`src/rtl/rqw_pkg.sv`:
```
package rqw_pkg;

  typedef enum logic [1:0] {
    MST_IDLE    = 2'd0,
    MST_WINDOW  = 2'd1,
    MST_STRETCH = 2'd2
  } mst_state_e;

endpackage

```
`src/rtl/rqw_source.sv`:
```
// Data source with a per-read ready latency. A load pulse captures the
// latency and value. Ready is raised once the elapsed count reaches the
// latency. The late flag marks a latency beyond the access window.
module rqw_source #(
  parameter int DATA_W = 8,
  parameter int LAT_W  = 4,
  parameter int TA     = 4
) (
  input  logic              clk,
  input  logic              rst_n,
  input  logic              load,
  input  logic [LAT_W-1:0]  lat_in,
  input  logic [DATA_W-1:0] val_in,
  output logic              ready,
  output logic              late,
  output logic [DATA_W-1:0] val
);

  localparam int unsigned TA_U = TA;

  logic [LAT_W-1:0]  lat_q, lat_d;
  logic [LAT_W-1:0]  elap_q, elap_d;
  logic [DATA_W-1:0] val_q, val_d;
  logic              late_q, late_d;
  logic              elap_en;

  assign elap_en = (elap_q < lat_q);

  always_comb begin
    lat_d  = lat_q;
    val_d  = val_q;
    late_d = late_q;
    elap_d = elap_q;
    if (load) begin
      lat_d  = lat_in;
      val_d  = val_in;
      late_d = (32'(lat_in) > TA_U);
      elap_d = LAT_W'(1);
    end else if (elap_en) begin
      elap_d = elap_q + LAT_W'(1);
    end
  end

  always_ff @(posedge clk or negedge rst_n) begin
    if (!rst_n) begin
      lat_q  <= '0;
      val_q  <= '0;
      late_q <= 1'b0;
      elap_q <= '0;
    end else begin
      lat_q  <= lat_d;
      val_q  <= val_d;
      late_q <= late_d;
      elap_q <= elap_d;
    end
  end

  assign ready = (elap_q >= lat_q);
  assign late  = late_q;
  assign val   = val_q;

endmodule

```
`src/rtl/rqw_slave.sv`:
```
// Responder: starts the source when it sees a new request. It raises wait
// one cycle later when the source is late, and it drives the data while
// the request is held and the source is ready.
module rqw_slave #(
  parameter int DATA_W = 8,
  parameter int LAT_W  = 4,
  parameter int TA     = 4
) (
  input  logic              clk,
  input  logic              rst_n,
  input  logic              req,
  input  logic [LAT_W-1:0]  src_lat,
  input  logic [DATA_W-1:0] src_val,
  output logic              wait_o,
  output logic              drive_o,
  output logic [DATA_W-1:0] data_o
);

  logic              act_q, act_d;
  logic              start;
  logic              ready;
  logic              late;
  logic [DATA_W-1:0] val;

  assign start = req && !act_q;
  assign act_d = req;

  always_ff @(posedge clk or negedge rst_n) begin
    if (!rst_n) begin
      act_q <= 1'b0;
    end else begin
      act_q <= act_d;
    end
  end

  rqw_source #(
    .DATA_W (DATA_W),
    .LAT_W  (LAT_W),
    .TA     (TA)
  ) src_i (
    .clk    (clk),
    .rst_n  (rst_n),
    .load   (start),
    .lat_in (src_lat),
    .val_in (src_val),
    .ready  (ready),
    .late   (late),
    .val    (val)
  );

  assign wait_o  = act_q && req && late && !ready;
  assign drive_o = act_q && req && ready;
  assign data_o  = drive_o ? val : '0;

endmodule

```
`src/rtl/rqw_master.sv`:
```
// Requester: raises req, counts the access window, samples at TA unless
// wait is high, otherwise samples on the first cycle in which wait is low.
module rqw_master #(
  parameter int DATA_W = 8,
  parameter int TA     = 4,
  parameter int CNT_W  = 5
) (
  input  logic              clk,
  input  logic              rst_n,
  input  logic              start,
  input  logic              bus_wait,
  input  logic [DATA_W-1:0] bus_data,
  output logic              req,
  output logic              busy,
  output logic              done,
  output logic [DATA_W-1:0] data,
  output logic [CNT_W-1:0]  cycles,
  output logic              stretched
);

  import rqw_pkg::*;

  localparam logic [CNT_W-1:0] CNT_MAX = '1;
  localparam logic [CNT_W-1:0] TA_CNT  = CNT_W'(TA);

  mst_state_e        st_q, st_d;
  logic [CNT_W-1:0]  cnt_q, cnt_d;
  logic              cap;
  logic              done_q;
  logic [DATA_W-1:0] data_q;
  logic [CNT_W-1:0]  cyc_q;
  logic              str_q;

  always_comb begin
    st_d  = st_q;
    cnt_d = cnt_q;
    cap   = 1'b0;
    unique case (st_q)
      MST_IDLE: begin
        if (start) begin
          st_d  = MST_WINDOW;
          cnt_d = '0;
        end
      end
      MST_WINDOW: begin
        if (cnt_q == TA_CNT) begin
          if (bus_wait) begin
            st_d = MST_STRETCH;
          end else begin
            cap  = 1'b1;
            st_d = MST_IDLE;
          end
        end
        if (cnt_q != CNT_MAX) cnt_d = cnt_q + CNT_W'(1);
      end
      MST_STRETCH: begin
        if (!bus_wait) begin
          cap  = 1'b1;
          st_d = MST_IDLE;
        end
        if (cnt_q != CNT_MAX) cnt_d = cnt_q + CNT_W'(1);
      end
      default: st_d = MST_IDLE;
    endcase
  end

  always_ff @(posedge clk or negedge rst_n) begin
    if (!rst_n) begin
      st_q   <= MST_IDLE;
      cnt_q  <= '0;
      done_q <= 1'b0;
    end else begin
      st_q   <= st_d;
      cnt_q  <= cnt_d;
      done_q <= cap;
    end
  end

  always_ff @(posedge clk or negedge rst_n) begin
    if (!rst_n) begin
      data_q <= '0;
      cyc_q  <= '0;
      str_q  <= 1'b0;
    end else if (cap) begin
      data_q <= bus_data;
      cyc_q  <= cnt_q;
      str_q  <= (st_q == MST_STRETCH);
    end
  end

  assign req       = (st_q != MST_IDLE);
  assign busy      = req;
  assign done      = done_q;
  assign data      = data_q;
  assign cycles    = cyc_q;
  assign stretched = str_q;

endmodule

```
`src/rtl/rqw_link.sv`:
```
module rqw_link #(
  parameter int DATA_W = 8,
  parameter int LAT_W  = 4,
  parameter int TA     = 4,
  localparam int LAT_MAX = (1 << LAT_W) - 1,
  localparam int SPAN    = (TA > LAT_MAX) ? TA : LAT_MAX,
  localparam int CNT_W   = $clog2(SPAN + 2)
) (
  input  logic              clk,
  input  logic              rst_n,
  input  logic              rd_start,
  input  logic [LAT_W-1:0]  src_lat,
  input  logic [DATA_W-1:0] src_val,
  output logic              rd_busy,
  output logic              rd_done,
  output logic [DATA_W-1:0] rd_data,
  output logic [CNT_W-1:0]  rd_cycles,
  output logic              rd_stretched,
  output logic              bus_req,
  output logic              bus_wait,
  output logic              bus_drive,
  output logic [DATA_W-1:0] bus_data
);

  rqw_master #(
    .DATA_W (DATA_W),
    .TA     (TA),
    .CNT_W  (CNT_W)
  ) mst_i (
    .clk       (clk),
    .rst_n     (rst_n),
    .start     (rd_start),
    .bus_wait  (bus_wait),
    .bus_data  (bus_data),
    .req       (bus_req),
    .busy      (rd_busy),
    .done      (rd_done),
    .data      (rd_data),
    .cycles    (rd_cycles),
    .stretched (rd_stretched)
  );

  rqw_slave #(
    .DATA_W (DATA_W),
    .LAT_W  (LAT_W),
    .TA     (TA)
  ) slv_i (
    .clk     (clk),
    .rst_n   (rst_n),
    .req     (bus_req),
    .src_lat (src_lat),
    .src_val (src_val),
    .wait_o  (bus_wait),
    .drive_o (bus_drive),
    .data_o  (bus_data)
  );

endmodule

```
`config.mk`:
```
export PLATFORM = sky130hd
export DESIGN_NAME = rqw_link
export DESIGN_NICKNAME = d
export VERILOG_FILES = /design/src/rtl/rqw_pkg.sv /design/src/rtl/rqw_source.sv /design/src/rtl/rqw_slave.sv /design/src/rtl/rqw_master.sv /design/src/rtl/rqw_link.sv
export SDC_FILE = /design/constraint.sdc
export NUM_CORES = 1
export LEC_CHECK = 0
export ABC_AREA = 1
export BUFFER_PORTS_ARGS = -buffer_cell sky130_fd_sc_hd__clkbuf_2
export CORE_ASPECT_RATIO = 0.7
export CORE_MARGIN = 10
export CORE_UTILIZATION = 40
export DETAILED_ROUTE_END_ITERATION = 8
export HOLD_SLACK_MARGIN = 0.02
export PLACE_DENSITY = 0.61
export SLEW_MARGIN = 40
export SYNTH_ARGS = -nofsm -noshare
export SYNTH_HDL_FRONTEND = slang
export SYNTH_SLANG_ARGS = --single-unit
```
`constraint.sdc`:
```
create_clock -name clk -period 4.7 [get_ports clk]
set_input_delay 0.235 -clock clk [delete_from_list [all_inputs] [get_ports clk]]
set_output_delay 0.235 -clock clk [all_outputs]
set_load 0.005 [all_outputs]
```
## Word level (Yosys, flattened, before mapping)

Index checks and enable logic that the tools add are counted.

| operators by class | value |
|---|---|
| add/subtract/negate cells | 2 |
| order comparisons | 3 |
| eq/ne operators | 8 |
| mux-type cells | 14 |
| reductions and logical operators | 14 |

Operator list:

| cell | count |
|---|---|
| $mux W5 | 2 |
| $pmux W5 S2 | 1 |
| $mux W2 | 4 |
| $mux W4 | 2 |
| $mux W8 | 1 |
| $pmux W2 S3 | 1 |
| $reduce_and A3 Y1 | 2 |
| $reduce_bool A2 Y1 | 3 |
| $add A5 B1 Y5 const B | 1 |
| $eq A5 B3 Y1 const B | 1 |
| $logic_and A1 B1 Y1 | 5 |
| $ne A5 B5 Y1 const B | 1 |
| $add A4 B1 Y4 const B | 1 |
| $ge A4 B4 Y1 | 1 |
| $gt A4 B3 Y1 const B | 1 |
| $lt A4 B4 Y1 | 1 |
| $ne A2 B1 Y1 const B | 2 |
| $ne A2 B2 Y1 const B | 2 |
| $eq A2 B1 Y1 const B | 1 |
| $eq A2 B2 Y1 const B | 1 |
| $logic_not A1 Y1 | 2 |
| $logic_not A2 Y1 | 1 |
| $mux W1 | 2 |
| $pmux W1 S2 | 1 |
| $reduce_or A2 Y1 | 1 |

| storage, ports and cells | value |
|---|---|
| output and inout bits | 27 |
| register bits | 40 |
| bits of input ports | 15 |

## Longest topological paths before layout

| logic depth | value |
|---|---|
| depth in word-level cells | 7 |
| mapped depth | 12 |

## Modules after synthesis

Synthesis repeated with hierarchy kept, for this count alone.

| second synthesis, totals | value |
|---|---|
| cells, all modules | 255 |
| area, all modules | 2088.3 µm² |

Modules (own cells, without submodules):

| module | instances | cells each | area each (µm²) |
|---|---|---|---|
| rqw_master | 1 | 135 | 1107.3 |
| rqw_source | 1 | 97 | 858.3 |
| rqw_slave | 1 | 23 | 122.6 |

## Worst setup path after synthesis

Ideal clock, no wire load.

| timing | value |
|---|---|
| path type | reg-to-reg |
| start | register slv_i.src_i.elap_q[3] |
| end | register mst_i.st_q[0] |
| data arrival time | 1.464 ns |
| clock period less this slack | 1.581 ns |
| stages on the path, launching flop included | 10 |
| required time | 4.583 ns |
| library setup time | 0.117 ns |
| path slack | 3.119 ns |
| path buffers | 0 |
| cells stage by stage | dfrtp_1 -> ha_1 -> nand2_1 -> clkinv_1 -> nand2_1 -> nand3_2 -> nor2_1 -> nand2_1 -> nand3_1 -> nand2_1 |

| between the ends | value |
|---|---|
| cells in the longest elaborated chain, start to end | 5 |

Ends and longest elaborated chain:

| what | line | text |
|---|---|---|
| from (decl) | rqw_source.sv:22 | `logic [LAT_W-1:0] elap_q, elap_d;` |
| from (signal assigned) | rqw_source.sv:54 | `elap_q <= elap_d;` |
| $ge A4 B4 Y1 | rqw_source.sv:58 | `assign ready = (elap_q >= lat_q);` |
| $logic_not A1 Y1 | rqw_slave.sv:51 | `assign wait_o = act_q && req && late && !ready;` |
| $logic_and A1 B1 Y1 | rqw_slave.sv:51 |  |
| net bus_wait | rqw_link.sv:20 | `output logic bus_wait,` |
| $ne A2 B2 Y1 (no line) | - |  |
| $reduce_and A3 Y1 (no line) | - |  |
| to (signal assigned) | rqw_master.sv:73 | `st_q <= st_d;` |
| to (decl) | rqw_master.sv:26 | `mst_state_e st_q, st_d;` |

The timed path passes the listed nets, and every way through them passes these cells.
A chain may end at the register's enable or synchronous reset.

## Worst setup path in the final report

| timing | value |
|---|---|
| start | register slv_i.src_i.lat_q[3] |
| end | output bus_wait |

| between the ends | value |
|---|---|
| cells in the longest elaborated chain, start to end | 3 |

Ends and longest elaborated chain:

| what | line | text |
|---|---|---|
| from (decl) | rqw_source.sv:21 | `logic [LAT_W-1:0] lat_q, lat_d;` |
| from (signal assigned) | rqw_source.sv:51 | `lat_q <= lat_d;` |
| $ge A4 B4 Y1 | rqw_source.sv:58 |  |
| $logic_not A1 Y1 | rqw_slave.sv:51 |  |
| $logic_and A1 B1 Y1 | rqw_slave.sv:51 |  |
| to (decl) | rqw_link.sv:20 |  |

Every way passes these cells.

==> metrics.yaml <==
worst_setup_path:
  critical_path_required_ns: 4.47
  critPathBufInv: 3
  crit_slowest_cell: "sky130_fd_sc_hd__ha_1"
  crit_top_cell: "sky130_fd_sc_hd__nand2_1"
  cpPeakStageDelay_ns: 0.34
  worst_setup_path_start_kind: "flip-flop"
  path_cells: "inv_1 -> ha_1 -> nand2_1 -> clkinv_1 -> nand2_1 -> nand3_2 -> nor2_1 -> clkbuf_2"
  cp_top_family: "simple AND/OR/NAND/NOR gates"
  timing.critical_path.fanout_max: 10
  cp_data_arrival_time_ns: 1.99
  worst_setup_path_end_kind: "output pin"
  setup.worst_path.class: "reg2out"
global_route:
  grt_pass1_vias: 1651
  initial_antenna_violation_count: 0
  grt-ovfl-total: 0
  grt_use_total_pct: 11.5
  grt_pass1_wl_mm: 7.94
  grt_max_degree: 41
finish:
  ant_diodes: 0
  area_growth_pct: 17.8
  multiInputGateArea_um2: 792
  fin_nets: 293
  n_fill_cell: 487
  final_layout_size_suffix_gt1_share_pct: 23.9
  sequential_cell_area_um2: 1000
  finalInstanceArea_um2: 2340
logic_synthesis:
  synth_simple_gate_area_share_pct: 21.6
  synth_cell_types: 30
  synthesis.area_per_instance_um2: 8.83
  sequential_element_share_of_the_synthesized_area_pct: 50.4
  synth_nets: 251
  netlist_instances: 225
  synth_edf_count: 0
  synth-compound-area-share_pct: 10.5
  synthAdderAreaFrac_pct: 6.93
  synth_seq_cells: 40
  synth-xor-area-share_pct: 0.882
  synth_ff_type: "sky130_fd_sc_hd__dfrtp_1"
  synth_top_family_by_area: "simple AND/OR/NAND/NOR gates"
  muxShareOfSynthArea_pct: 0
  yosys_warnings: 0
  synthArstFlopShare_pct: 100
  syn-cell-area_um2: 1990
power:
  clock_power_share_pct: 18.4
  share_seq_of_total_power_pct: 36.2
  share_comb_of_total_power_pct: 45.4
  p_leak_nw: 1.29
  swShare_pct: 42.9
  p_per_area_nw_per_um2: 644
  cellInternalPower_mw: 0.860
  ir_drop_uv: 236
  power_switching_mw: 0.647
place:
  placedInstanceArea_um2: 2220
  place_congestion: 0.774
  detailed_place_hpwl_mm: 3.39
  port-buffer-count: 41
route:
  drc_errors: 0
  routed_wl_mm: 4.49
  detail_route.iter0.violations: 87
  routed-via-count: 1554
  via_per_inst: 4.61
  wl_per_cell_um: 13.3
  post_route_antenna_net_violation_count: 0
  firstDrtPassIters: 4
sta:
  timing.final.hold_violations: 0
  worst_slew_pin_slew_ns: 0.709
  rsz0062_at_grt: "false"
  post_route_setup_tns_ns: 0
  final_min_period_over_clock_period_pct: 47.4
  fmax_ghz: 0.449
  final-setup-viol-count: 0
  finalClockSkew_ns: 0.00498
  max_slew_margin_pct: 52.7
  finalCriticalPeriod_ns: 2.23
  maxSlewViolCount: 0
floorplanning:
  top_level_ports: 42
  die_h_um: 79.0
  core_area_um2: 4780
  die_w_um: 104
  num_rows: 21
  initial_cell_density_of_the_core_pct: 41.5
  die_area_um2: 8230
outcome:
  run_status: "complete, no violations"
clocking:
  cts_buffer_depth: 2
  cts-root-buf: "sky130_fd_sc_hd__clkbuf_8"
  cts.reportedPaths.clkPinSlew_ns: 0.08
  post_cts_resize_count: 0
  cts-htree-levels: 2
  clk_latency_ns: 0.29
  cts.hold.buffers_added: 1
  numCtsBuffers: 5
  clkSinkCount: 40
  cts_tree: "built"
  cts_post_setup_buffers_inserted: 0
min_path:
  min_path_type: "in2reg"
job:
  maxCapViolations: 0
-- cells by family after synthesis --
| family | Yosys count |
|---|---|
| buf+inv | 43 |
| simple gates | 96 |
| fa+ha+maj | 11 |
| xor+xnor | 2 |
| flops | 40 |
| compound gates | 33 |
-- state kept, by name, summed over array words and instances (netlist names) --
signal / flops
mst_i.cnt_q: 5
mst_i.cycles: 5
mst_i.data: 8
mst_i.done: 1
mst_i.st_q: 2
mst_i.stretched: 1
slv_i.act_q: 1
slv_i.src_i.elap_q: 4
slv_i.src_i.lat_q: 4
slv_i.src_i.late: 1
slv_i.src_i.val: 8
-- Yosys cell counts (2+ instances only) --
master	number	share of area (%)
sky130_fd_sc_hd__buf_4	2	0.76
sky130_fd_sc_hd__nand3_2	2	1.0
sky130_fd_sc_hd__inv_2	2	0.38
sky130_fd_sc_hd__nor2_1	7	1.3
sky130_fd_sc_hd__o21ai_0	16	4.0
sky130_fd_sc_hd__o21ai_2	5	2.2
sky130_fd_sc_hd__o21ai_1	5	1.3
sky130_fd_sc_hd__dfrtp_1	40	50
sky130_fd_sc_hd__nand2_1	62	12
sky130_fd_sc_hd__nand4_1	2	0.63
sky130_fd_sc_hd__nand3_1	17	4.3
sky130_fd_sc_hd__inv_1	32	6.0
sky130_fd_sc_hd__a21oi_1	2	0.50
sky130_fd_sc_hd__clkinv_1	2	0.38
sky130_fd_sc_hd__clkbuf_1	2	0.38
sky130_fd_sc_hd__ha_1	11	6.9
sky130_fd_sc_hd__xor2_1	2	0.88
sky130_fd_sc_hd__nor2_2	2	0.63
-- cells in the final DEF (no fill, tap or decap), types with 2 or more instances in the layout --
cell / count
sky130_fd_sc_hd__nand2_1: 62
sky130_fd_sc_hd__clkbuf_2: 40
sky130_fd_sc_hd__dfrtp_1: 40
sky130_fd_sc_hd__inv_1: 32
sky130_fd_sc_hd__nand3_1: 17
sky130_fd_sc_hd__o21ai_0: 16
sky130_fd_sc_hd__ha_1: 11
sky130_fd_sc_hd__nor2_1: 7
sky130_fd_sc_hd__o21ai_1: 5
sky130_fd_sc_hd__o21ai_2: 5
sky130_fd_sc_hd__clkbuf_8: 5
sky130_fd_sc_hd__clkinv_1: 2
sky130_fd_sc_hd__nand3_2: 2
sky130_fd_sc_hd__inv_2: 2
sky130_fd_sc_hd__nor2_2: 2
sky130_fd_sc_hd__nand4_1: 2
sky130_fd_sc_hd__xor2_1: 2
sky130_fd_sc_hd__a21oi_1: 2
-- stage by stage --
| stage | hold WS (ns) | setup WS, ns | power [mW] | instances | utilization [%] |
|---|---|---|---|---|---|
| floorplan | -0.0606 | 3.12 | 1.05 | 225 | - |
| global placement | 0.438 | 2.80 | 1.22 | 328 | 46.4 |
| detailed placement | 0.283 | 2.73 | 1.24 | 328 | 46.5 |
| CTS | 0.139 | 2.48 | 1.52 | 337 | 48.9 |
| global route | 0.151 | 2.29 | 1.66 | 337 | 48.9 |
| finish | 0.144 | 2.47 | 1.51 | 337 | 48.9 |
-- path summary, 6_finish.rpt --
| kind | from | end | slack, ns | cells past startpoint |
|---|---|---|---|---|
| setup / recovery | slv_i.src_i.lat_q[3]$_DFFE_PN0P_ | bus_wait | 2.47 | 8 |
| hold / removal | src_val[4] | slv_i.src_i.val[4]$_DFFE_PN0P_ | 0.14 | 3 |
| setup reg to reg | slv_i.src_i.elap_q[3]$_DFFE_PN0P_ | mst_i.data[4]$_DFFE_PN0P_ | 2.73 | 7 |
| hold reg to reg | slv_i.src_i.val[0]$_DFFE_PN0P_ | slv_i.src_i.val[0]$_DFFE_PN0P_ | 0.48 | 2 |
| max in group asynchronous | rst_n | slv_i.src_i.val[0]$_DFFE_PN0P_ | 3.82 | 2 |
| min in group asynchronous | rst_n | mst_i.cnt_q[0]$_DFFE_PN0P_ | 0.49 | 2 |
-- worst min-delay path: stages --
cell,delay (ns)
sky130_fd_sc_hd__clkbuf_2,0.07
sky130_fd_sc_hd__nand2_1,0.04
sky130_fd_sc_hd__nand2_1,0.05
-- power by group through the flow --
stage / Combinational [mW] / Clock, mW / Sequential [mW]
6_report: 0.685 / 0.277 / 0.545
5_1_grt: 0.799 / 0.297 / 0.559
4_1_cts: 0.696 / 0.282 / 0.546
3_5_place_dp: 0.689 / 0 / 0.551
3_3_place_gp: 0.671 / 0 / 0.551
2_1_floorplan: 0.514 / 0 / 0.534
-- final cells by class --
| type | count | share of cell area (%) |
|---|---|---|
| Sequential cell | 40 | 42.8 |
| Multi-Input combinational cell | 142 | 33.9 |
| Timing Repair Buffer | 42 | 9.30 |
| Inverter | 36 | 5.78 |
| Tap cell | 69 | 3.69 |
| Clock buffer | 6 | 3.10 |
| Clock inverter | 2 | 1.50 |
-- layer usage --
layer,vias up,part of all wire (%),GRT usage [%],wire (um)
li1,790,-,-,-
met5,-,0,0,0
met4,0,1.0,3.05,47
met1,709,51,15.2,2300
met2,49,38,16.7,1720
met3,6,9.6,5.32,429
No activity file was read; power rests on OpenSTA's default activity.
